<file path="src/rtl/hv_supply_pkg.sv">
// Package: shared state encoding and flag indices for the supply sequencer.
// Assumes: consumers import it; no parameters live here.
package hv_supply_pkg;

    typedef enum logic [2:0] {
        ST_OFF      = 3'd0,
        ST_STARTUP  = 3'd1,
        ST_RUN_IDLE = 3'd2,
        ST_RUN_CHG  = 3'd3,
        ST_UVLO     = 3'd4
    } sup_state_t;

    localparam int unsigned NUM_FLAGS = 4;
    localparam int unsigned FL_BULK   = 0;
    localparam int unsigned FL_ON     = 1;
    localparam int unsigned FL_CHG    = 2;
    localparam int unsigned FL_OK     = 3;

endpackage

</file>
<file path="src/rtl/hv_flag_filter.sv">
// Module: two-flop synchroniser followed by a persistence filter for one flag.
// The filtered output takes a new level only after the synchronised input has held
// that level for FILT_LEN consecutive cycles.
// Assumes: FILT_LEN >= 2, input asynchronous to clk.
module hv_flag_filter #(
    parameter int unsigned FILT_LEN  = 4,
    parameter bit          RESET_VAL = 1'b0
) (
    input  logic clk,
    input  logic rst_n,
    input  logic raw_i,
    output logic filt_o
);
    localparam int unsigned CW    = $clog2(FILT_LEN + 1);
    localparam logic [CW-1:0] CMAX = CW'(FILT_LEN - 1);

    logic [1:0]    sync_q;
    logic [CW-1:0] cnt_q;
    logic          filt_q;

    // Purpose: bring the asynchronous flag into the clock domain.
    always_ff @(posedge clk) begin
        if (!rst_n) sync_q <= {2{RESET_VAL}};
        else        sync_q <= {sync_q[0], raw_i};
    end

    // Purpose: count cycles of disagreement and commit a level once it persists.
    always_ff @(posedge clk) begin
        if (!rst_n) begin
            cnt_q  <= '0;
            filt_q <= RESET_VAL;
        end else if (sync_q[1] == filt_q) begin
            cnt_q  <= '0;
        end else if (cnt_q == CMAX) begin
            cnt_q  <= '0;
            filt_q <= sync_q[1];
        end else begin
            cnt_q  <= cnt_q + 1'b1;
        end
    end

    assign filt_o = filt_q;

    AST_FILT_PERSIST: assert property (@(posedge clk) disable iff (!rst_n)
        !$stable(filt_q) |-> ($past(cnt_q) == CMAX));
    AST_FILT_CNT_RANGE: assert property (@(posedge clk) disable iff (!rst_n)
        cnt_q <= CMAX);

endmodule

</file>
<file path="src/rtl/hv_supply_fsm.sv">
// Module: supply sequencing state machine working on filtered threshold flags.
// Registers all three outputs from the next state so that each one is glitch-free.
// Assumes: flags already synchronised and filtered; sw_off_i is synchronous.
module hv_supply_fsm
    import hv_supply_pkg::*;
(
    input  logic clk,
    input  logic rst_n,
    input  logic aux_mode_i,
    input  logic bulk_f,
    input  logic on_f,
    input  logic chg_f,
    input  logic ok_f,
    input  logic sw_off_i,
    output logic hv_src_en_o,
    output logic hv_run_cur_o,
    output logic switch_en_o
);
    sup_state_t state_q, state_d;
    logic       aux_q;
    logic       hv_en_q, run_cur_q, sw_en_q;
    logic       hv_en_d, run_cur_d, sw_en_d;

    // Purpose: capture the supply mode only while reset is held.
    always_ff @(posedge clk) begin
        if (!rst_n) aux_q <= aux_mode_i;
    end

    // Purpose: next-state decision from the filtered flags.
    always_comb begin
        state_d = state_q;
        unique case (state_q)
            ST_OFF: begin
                if (bulk_f) state_d = ST_STARTUP;
            end
            ST_STARTUP: begin
                if (!bulk_f)           state_d = ST_OFF;
                else if (on_f && ok_f) state_d = ST_RUN_IDLE;
            end
            ST_RUN_IDLE: begin
                if (!ok_f)       state_d = ST_UVLO;
                else if (!chg_f) state_d = ST_RUN_CHG;
            end
            ST_RUN_CHG: begin
                if (!ok_f)                    state_d = ST_UVLO;
                else if (aux_q ? chg_f : on_f) state_d = ST_RUN_IDLE;
            end
            ST_UVLO: state_d = ST_OFF;
            default: state_d = ST_OFF;
        endcase
    end

    // Purpose: output values that belong to the next state.
    always_comb begin
        sw_en_d   = (state_d == ST_RUN_IDLE) || (state_d == ST_RUN_CHG);
        run_cur_d = sw_en_d;
        hv_en_d   = (state_d == ST_STARTUP) ||
                    ((state_d == ST_RUN_CHG) && sw_off_i);
    end

    // Purpose: state and output registers.
    always_ff @(posedge clk) begin
        if (!rst_n) begin
            state_q   <= ST_OFF;
            hv_en_q   <= 1'b0;
            run_cur_q <= 1'b0;
            sw_en_q   <= 1'b0;
        end else begin
            state_q   <= state_d;
            hv_en_q   <= hv_en_d;
            run_cur_q <= run_cur_d;
            sw_en_q   <= sw_en_d;
        end
    end

    assign hv_src_en_o  = hv_en_q;
    assign hv_run_cur_o = run_cur_q;
    assign switch_en_o  = sw_en_q;

    AST_SW_NEEDS_ON: assert property (@(posedge clk) disable iff (!rst_n)
        $rose(sw_en_q) |-> ($past(on_f) && !hv_en_q));
    AST_CHG_ONLY_OFFTIME: assert property (@(posedge clk) disable iff (!rst_n)
        (hv_en_q && sw_en_q) |-> $past(sw_off_i));
    AST_AUX_NO_CHG_ABOVE: assert property (@(posedge clk) disable iff (!rst_n)
        (aux_q && chg_f && sw_en_q) |=> !hv_en_q);
    AST_UVLO_STOPS: assert property (@(posedge clk) disable iff (!rst_n)
        $past(!ok_f) |-> !sw_en_q);
    AST_MODE_HELD: assert property (@(posedge clk) disable iff (!rst_n)
        $stable(aux_q));
    AST_ABORT_IDLE: assert property (@(posedge clk) disable iff (!rst_n)
        (state_q == ST_STARTUP && !bulk_f) |=> (!hv_en_q && !sw_en_q));

endmodule

</file>
<file path="src/rtl/hv_supply_sequencer.sv">
// Module: top level of the high-voltage self-supply start-up sequencer.
// Filters each VDD/bulk threshold flag and feeds the sequencing state machine.
// Assumes: single clock, synchronous active-low reset, sw_off_i in the clk domain.
module hv_supply_sequencer
    import hv_supply_pkg::*;
#(
    parameter int unsigned FILT_LEN = 4
) (
    input  logic clk,
    input  logic rst_n,
    input  logic aux_mode_i,
    input  logic bulk_ok_i,
    input  logic vdd_on_i,
    input  logic vdd_chg_i,
    input  logic vdd_ok_i,
    input  logic sw_off_i,
    output logic hv_src_en_o,
    output logic hv_run_cur_o,
    output logic switch_en_o
);
    logic [NUM_FLAGS-1:0] raw_flags;
    logic [NUM_FLAGS-1:0] filt_flags;

    assign raw_flags[FL_BULK] = bulk_ok_i;
    assign raw_flags[FL_ON]   = vdd_on_i;
    assign raw_flags[FL_CHG]  = vdd_chg_i;
    assign raw_flags[FL_OK]   = vdd_ok_i;

    for (genvar g = 0; g < NUM_FLAGS; g++) begin : g_filt
        hv_flag_filter #(
            .FILT_LEN  (FILT_LEN),
            .RESET_VAL (1'b0)
        ) i_filt (
            .clk    (clk),
            .rst_n  (rst_n),
            .raw_i  (raw_flags[g]),
            .filt_o (filt_flags[g])
        );
    end

    hv_supply_fsm i_fsm (
        .clk          (clk),
        .rst_n        (rst_n),
        .aux_mode_i   (aux_mode_i),
        .bulk_f       (filt_flags[FL_BULK]),
        .on_f         (filt_flags[FL_ON]),
        .chg_f        (filt_flags[FL_CHG]),
        .ok_f         (filt_flags[FL_OK]),
        .sw_off_i     (sw_off_i),
        .hv_src_en_o  (hv_src_en_o),
        .hv_run_cur_o (hv_run_cur_o),
        .switch_en_o  (switch_en_o)
    );

    AST_RESET_QUIET: assert property (@(posedge clk)
        !rst_n |=> (!hv_src_en_o && !hv_run_cur_o && !switch_en_o));
    AST_CUR_MATCHES_RUN: assert property (@(posedge clk) disable iff (!rst_n)
        (hv_src_en_o && !switch_en_o) |-> !hv_run_cur_o);

endmodule

</file>
<file path="config.mk">
export PLATFORM = sky130hd
export DESIGN_NAME = hv_supply_sequencer
export DESIGN_NICKNAME = d
export VERILOG_FILES = /design/src/rtl/hv_supply_pkg.sv /design/src/rtl/hv_flag_filter.sv /design/src/rtl/hv_supply_fsm.sv /design/src/rtl/hv_supply_sequencer.sv
export SDC_FILE = /design/constraint.sdc
export NUM_CORES = 1
export LEC_CHECK = 0
export CORE_ASPECT_RATIO = 1.25
export CORE_MARGIN = 4
export CORE_UTILIZATION = 55
export CTS_CLUSTER_DIAMETER = 50
export DETAILED_ROUTE_END_ITERATION = 16
export DONT_BUFFER_PORTS = 1
export MAX_ROUTING_LAYER = met4
export PLACE_DENSITY = 0.66
export SYNTH_ARGS = -nofsm -noshare
export SYNTH_HDL_FRONTEND = slang
export SYNTH_SLANG_ARGS = --single-unit
</file>
<file path="constraint.sdc">
create_clock -name clk -period 3.1 [get_ports clk]
set_input_delay 0 -clock clk [delete_from_list [all_inputs] [get_ports clk]]
set_output_delay 0 -clock clk [all_outputs]
set_load 0.1 [all_outputs]
</file>
Yosys cells after proc, flatten, opt, wreduce, memory -nomap -nowiden
Index checks and enable logic that the tools add are counted.

Input port bits: 8. Bits in registers: 30. Logic and storage cells: 61.

Multiplexer cells: 9. Bitwise gates (word level): 5. Equality and inequality tests: 14. Reductions and logical operators: 13. Add/subtract/negate cells: 4.

Operator list (count): $eq 3x2->1 const B (8); $mux 3 (7); $add 3x1->3 const B (4); $pmux 3 s4 (1); $reduce_or 3->1 (4); $reduce_and 2->1 (4); $eq 3x1->1 const B (2); $not 1->1 (5); $eq 1x1->1 (4); $logic_not 3->1 (1); $logic_and 1x1->1 (2); $logic_or 1x1->1 (2); $mux 1 (1).

Logic depth before layout (Yosys ltp)
Gate-level depths: netlist of the first run.

Word-level depth: 7. Mapped depth: 5. Mapped depth without buffers: 4.

Cells and area by module
From an unflattened synthesis of the first run, not the netlist that was laid out.

Cell total of the unflattened synthesis: 92. Area total of the unflattened synthesis: 1118.6 µm².

Modules (own cells, without submodules): hv_flag_filter (cells an instance 17, area an instance 216.5 µm², instances 4); hv_supply_fsm (cells an instance 24, area an instance 252.7 µm², instances 1).

Worst setup path after synthesis of the first run
No wires, ideal clock.

Kind: register to output. Start point: register i_fsm.hv_run_cur_o (netlist name). End point: output switch_en_o. Stages on the path, launching flop included: 2. Slack: 1.744 ns. Arrival: 1.356 ns. Buffers on the path: 1. Data required time: 3.100 ns. Path through: dfxtp_1 > buf_4.

RTL lines: end, declared (RTL line hv_supply_sequencer.sv:19) `output logic switch_en_o`.

==> results of run 1 <==
## power by group
part / leakage [nW] / internal (mW) / switching (mW)
Combinational: 0.219 / 0.0139 / 0.00843
Clock: 0.0353 / 0.110 / 0.120
Sequential: 0.246 / 0.395 / 0.00294
## cells in the final DEF, fill, tap and decap left out, types with 2 or more instances in the layout
cell | synthesis | routed
and2_2 | 8 | 8
clkbuf_4 | 0 | 5
dfxtp_1 | 29 | 28
dlygate4sd3_1 | 0 | 7
ha_1 | 8 | 8
inv_1 | 10 | 10
mux2i_1 | 4 | 4
nor2_1 | 19 | 19
nor3_1 | 2 | 2
or3_4 | 4 | 4
xnor2_1 | 4 | 4
## flip-flops by register name, summed over array words and instances (netlist names)
register              count
i_fsm.hv_src_en_o         1
g_filt.i_filt.filt_o      4
i_fsm.aux_q               1
g_filt.i_filt.cnt_q      12
i_fsm.hv_run_cur_o        1
g_filt.i_filt.sync_q      8
i_fsm.state_q             3
## final cells by class
| cell class | count | area (sq um) |
|---|---|---|
| Clock inverter | 1 | 5.00 |
| Fill cell | 137 | 596 |
| Tap cell | 19 | 23.8 |
| Clock buffer | 7 | 55.1 |
| Inverter | 11 | 41.3 |
| Timing Repair Buffer | 7 | 70.1 |
| Sequential cell | 30 | 612 |
| Multi-Input combinational cell | 58 | 427 |
## how the worst max path moves through the flow
stage	cells past startpoint	to	slack, ns
final	0	switch_en_o	1.80
after global routing	4	g_filt[0].i_filt.cnt_q[0]	1.73
after CTS	0	switch_en_o	1.78
after detailed placement	4	g_filt[3].i_filt.cnt_q[0]	1.81
after global placement	4	g_filt[3].i_filt.cnt_q[2]	1.85
after floorplan	1	switch_en_o	1.74
## logic make-up after synthesis
family | Yosys count
simple gates | 36
fa+ha+maj | 8
buf+inv | 13
mux | 4
compound gates | 6
xor+xnor | 4
flops | 30
## timing repair
action / 4_1_cts / 5_1_grt
hold endpoints to repair: 15 / 0
hold buffers: 7 / 0
setup endpoints to repair: 0 / 0
## through the flow
stage | hold WS, ns | utilization (%) | area [sq um]
5_1_grt | 0.0224 | 67.4 | 1230
4_1_cts | 0.00803 | 67.4 | 1230
3_5_place_dp | 0.0990 | 60.3 | 1100
3_3_place_gp | 0.0990 | 60.3 | 1100
2_1_floorplan | 0.0989 | - | 1090
6_report | 0.0102 | 67.4 | 1230
## per-layer routing
layer | vias to the layer above | GRT usage (%)
met4 | 0 | 8.08
met2 | 14 | 20.2
met1 | 288 | 17.4
met3 | 5 | 5.59
li1 | 351 | -
met5 | - | -
==> impl_metrics.csv, run 1 <==
group,metric,value,unit
outcome,status,"completed",
routing,met1_length,662,um
clock_network,cts_resized,0,
timing,clock_skew,0.00828,ns
clock_network,path_clk_slew,0.09,ns
floorplanning,die_area,2760,sq um
layout,drive_above_1_share,18.4,%
clock_network,clock-root-buffer,"clkbuf_4",
floorplanning,rows,17,
timing,setup_ws,1.80,ns
global_routing,grt_pass1_wl,2750,um
timing,timing.final.crit_share,42.0,%
timing,fmax,768,MHz
yosys,synthDistinctLibCells,22,
routing,vias,658,
worst_setup_path,end_kind,"output port",
min_path,min_from,"rst_n",
global_routing,grt_overflow,0,
floorplanning,die_w,47.8,um
timing,slew_violations,0,
clock_network,clock_latency,0.31,ns
yosys,netlist.area_leader.share,53.2,%
yosys,synthTopCellsByCount,"29 x dfxtp_1, 19 x nor2_1, 10 x inv_1",
routing,via_per_inst,4.95,
routing,drt-initial-drc-count,7,
min_path,hold_end,"i_fsm.state_q[2]",
power,power_density,527,nW/um^2
routing,detail_route.wl_per_cell,10.5,um
yosys,syn_area_per_cell,10.8,sq um
timing,setup_viol,0,
min_path,holdPathStages,2,
layout,syn2layout_area_growth,13.1,%
worst_setup_path,cp.arrival,1.30,ns
clock_network,cts.sinks,30,
yosys,synthCells,101,
routing,wl_met3,79,um
power,leakagePower,0.500,nW
layout,diodes,0,
yosys,synth_top_family_by_area,"simple AND/OR/NAND/NOR gates",
yosys,synth.area.mux_share,3.67,%
global_routing,grt_max_degree,10,
worst_setup_path,cp.required,3.10,ns
placed_design,dp_hpwl,1050,um
global_routing,grt_pass1_vias,683,
clock_network,cts_setup_buffers,0,
clock_network,numCtsBuffers,5,
clock_network,cts.htree.levels,2,
floorplanning,die_y,57.8,um
yosys,synthAdderAreaFrac,9.17,%
worst_setup_path,startpoint,"i_fsm.hv_run_cur_o",
floorplanning,core_region_area,1830,sq um
yosys,netlist_area,1090,sq um
power,design_power_total,0.650,mW
routing,top_layer,"met4",
timing,worst_pin_slew,0.994,ns
yosys,post-synth-top-area-cell,"dfxtp_1",
worst_setup_path,worstRegToRegCells,4,
routing,wl,1390,um
worst_setup_path,path_class,"reg2out",
worst_setup_path,rr_endpoint,"g_filt[3].i_filt.cnt_q[0]",
floorplanning,start_util,59.6,%
yosys,synth.most_common_cell,"dfxtp_1",
worst_setup_path,cp_max_fo,2,
routing,drt-pass1-iter-count,2,
yosys,yosys-top-cells-area,"dfxtp_1 53%, ha_1 9.2%, nor2_1 6.5%",
power,ir_drop,0.000389,V
worst_setup_path,startpoint_type,"flip-flop",
routing,drcViolationCount,0,
global_routing,antenna_found_initial,0,
timing,setup_tns,0,ns
job,drv_cap,0,
yosys,synth_xor_area_share,3.21,%
clock_network,tritoncts,"built",
min_path,hp-class,"in2reg",
yosys,synthSimpleGateAreaFrac,19.4,%
layout,fin_cells,133,
yosys,ys_seq_area_share,56.0,%
yosys,yosys_warnings,0,
placed_design,place.gp.congestion,0.660,
layout,final_net_count,129,
yosys,synth_compound_area_share,3.67,%
routing,wl_met2,621,um
placed_design,dp.cells,118,
global_routing,grt_use_total,14.5,%
placed_design,dp_slack,1.81,ns
yosys,synth_edf_count,1,
yosys,async_reset_ff_share,0,%
yosys,ys_ff_latch,30,
floorplanning,pin_count,11,
timing,final_hold_viol_count,0,
routing,drtAntennaViolNets,0,
timing,final.min_clock_period,1.30,ns
yosys,synthFlopType,"dfxtp_1",
clock_network,clockBufferDepth,2,
worst_setup_path,r2r-start,"g_filt[3].i_filt.cnt_q[0]",
yosys,synth.net_count,117,
worst_setup_path,r2r_setup_slack,1.81,ns
timing,slew_headroom,33.9,%
timing,rsz0062_at_grt,"no",
placed_design,io_buffer_count,0,
Note: power is estimated with default switching activity, not from simulation.
==> inputs of run 2 (changes only) <==
==> constraint.sdc (replaced) <==
create_clock -name clk -period 1.2 [get_ports clk]
set_input_delay 0 -clock clk [delete_from_list [all_inputs] [get_ports clk]]
set_output_delay 0 -clock clk [all_outputs]
set_load 0.1 [all_outputs]
==> run 2 against run 1 <==
The flow now finishes with violations (negative setup slack). Count of clock-buffer cells in the layout is 1 higher. Register-to-register slack worse by 1.8 ns. Clock skew is 0.0031 ns lower. Non-clock buffer count increased by 9.
==> impl_metrics.csv, run 2 (synthesized netlist as in run 1, its figures left out) <==
group,metric,value,unit
outcome,status,"complete, but fails checks",
outcome,violations,"negative setup slack",
worst_setup_path,path_class,"reg2reg",
global_routing,antenna_found_initial,0,
floorplanning,die_w,47.8,um
routing,wl_met3,79,um
timing,fmax,828,MHz
routing,drt-initial-drc-count,6,
layout,fillers,115,
layout,largest-register,"g_filt.i_filt.cnt_q",
floorplanning,die_y,57.8,um
layout,syn2layout_area_growth,33.8,%
placed_design,dp.cells,125,
floorplanning,die_area,2760,sq um
timing,slew_violations,0,
floorplanning,rows,17,
timing,setup_viol,1,
clock_network,clockBufferDepth,2,
global_routing,grt_pass1_vias,692,
min_path,hp-class,"in2reg",
worst_setup_path,startpoint_type,"flip-flop",
clock_network,path_clk_slew,0.09,ns
placed_design,dp_hpwl,1080,um
worst_setup_path,cp.required,1.45,ns
timing,final.min_clock_period,1.21,ns
global_routing,grt_pass1_wl,2850,um
routing,drt-pass1-iter-count,4,
placed_design,place.gp.congestion,0.674,
timing,rsz0062_at_grt,"yes",
placed_design,io_buffer_count,0,
power,ir_drop,0.00135,V
routing,vias,703,
layout,diodes,0,
timing,timing.final.crit_share,101,%
timing,clock_skew,0.00513,ns
routing,top_layer,"met4",
timing,whs,0.237,ns
timing,final_hold_viol_count,0,
clock_network,numCtsBuffers,5,
floorplanning,pin_count,11,
clock_network,cts.sinks,30,
layout,mostFrequentLayoutCells,"22 x dfxtp_1, 12 x nor2_1, 10 x inv_1",
layout,final_core_util,79.8,%
layout,final_common_cell,"dfxtp_1",
worst_setup_path,cp.arrival,1.45,ns
placed_design,dp_slack,-0.0411,ns
power,power_density,1240,nW/um^2
clock_network,clock-root-buffer,"clkbuf_4",
floorplanning,core_region_area,1830,sq um
global_routing,grt_use_total,15.3,%
layout,largest_reg_flops,12,
clock_network,cts.htree.levels,2,
global_routing,grt_overflow,0,
layout,final_net_count,138,
power,leakagePower,0.561,nW
worst_setup_path,cp_max_fo,3,
layout,drive_above_1_share,42.3,%
timing,setup_tns,-0.00738,ns
timing,worst_pin_slew,0.292,ns
routing,detail_route.wl_per_cell,12.1,um
worst_setup_path,end_kind,"flip-flop",
layout,fin_cells,142,
clock_network,clock_latency,0.31,ns
floorplanning,start_util,59.6,%
clock_network,tritoncts,"built",
timing,slew_headroom,80.6,%
routing,drcViolationCount,0,
routing,met1_length,701,um
timing,setup_ws,-0.00738,ns
global_routing,grt_max_degree,11,
routing,drtAntennaViolNets,0,
routing,wl,1710,um
routing,via_per_inst,4.95,
job,drv_cap,0,
routing,wl_met2,898,um
run 2: changes by cell type in the layout (fill, tap and decap cells not counted):
| cell | delta |
|---|---|
| ha_4 | +8 |
| clkbuf_8 | +2 |
| dfxtp_2 | +6 |
| ha_1 | -8 |
| buf_12 | +1 |
| clkbuf_1 | -1 |
| clkinv_2 | -1 |
| dlygate4sd3_1 | -1 |
| buf_4 | +8 |
| dlymetal6s4s_1 | +1 |
| nor2_1 | -7 |
| dfxtp_1 | -6 |
| nor2_2 | +7 |
run 2: repair_timing:
item | 4_1_cts | 5_1_grt
hold buffers | 7 | 0
endpoints found under the setup margin | 12 | 14
buffers inserted | 0 | 2
gates resized for setup | 8 | 20
endpoints found under the hold margin | 17 | 0
pin swaps | 12 | 10
run 2: worst paths after layout:
kind	startpoint	end	slack, ns	cells after the start
setup reg to reg	g_filt[3].i_filt.cnt_q[0]	g_filt[3].i_filt.cnt_q[1]	-0.007	4
hold reg to reg	g_filt[3].i_filt.cnt_q[0]	g_filt[3].i_filt.cnt_q[0]	0.43	1
hold / removal	rst_n	g_filt[0].i_filt.sync_q[0]	0.24	2
setup / recovery	g_filt[3].i_filt.cnt_q[0]	g_filt[3].i_filt.cnt_q[1]	-0.007	4
run 2: area by class of cell:
type / instances / area, sq um / share of cell area, %
multi-input combinational: 58 / 544 / 37.3
tap: 19 / 23.8 / 1.63
inverter: 11 / 41.3 / 2.83
timing repair buffer: 16 / 153 / 10.5
sequential: 30 / 619 / 42.4
clock buffer: 8 / 78.8 / 5.40
run 2: layer usage:
layer | vias to the layer above | GRT usage (%)
li1 | 368 | -
met1 | 316 | 16.6
met2 | 15 | 22.9
met3 | 4 | 6.52
met4 | 0 | 8.08
met5 | - | -
run 2: through the flow:
step | cell area, sq um | total power, mW
2_1_floorplan | 1100 | 1.08
3_3_place_gp | 1170 | 1.09
3_5_place_dp | 1170 | 1.09
4_1_cts | 1340 | 1.83
5_1_grt | 1460 | 1.92
6_report | 1460 | 1.81
run 2: critical path: stages (launching register included):
cell     delay [ns]
dfxtp_2        0.34
ha_4           0.16
ha_4           0.15
or3_4          0.40
nor2_2         0.09
run 2: where the power goes:
group | switching [mW] | internal [mW] | leakage, nW
sequential | 0.0103 | 1.02 | 0.249
combinational | 0.0268 | 0.0406 | 0.267
clock | 0.312 | 0.400 | 0.0446
total | 0.349 | 1.46 | 0.561
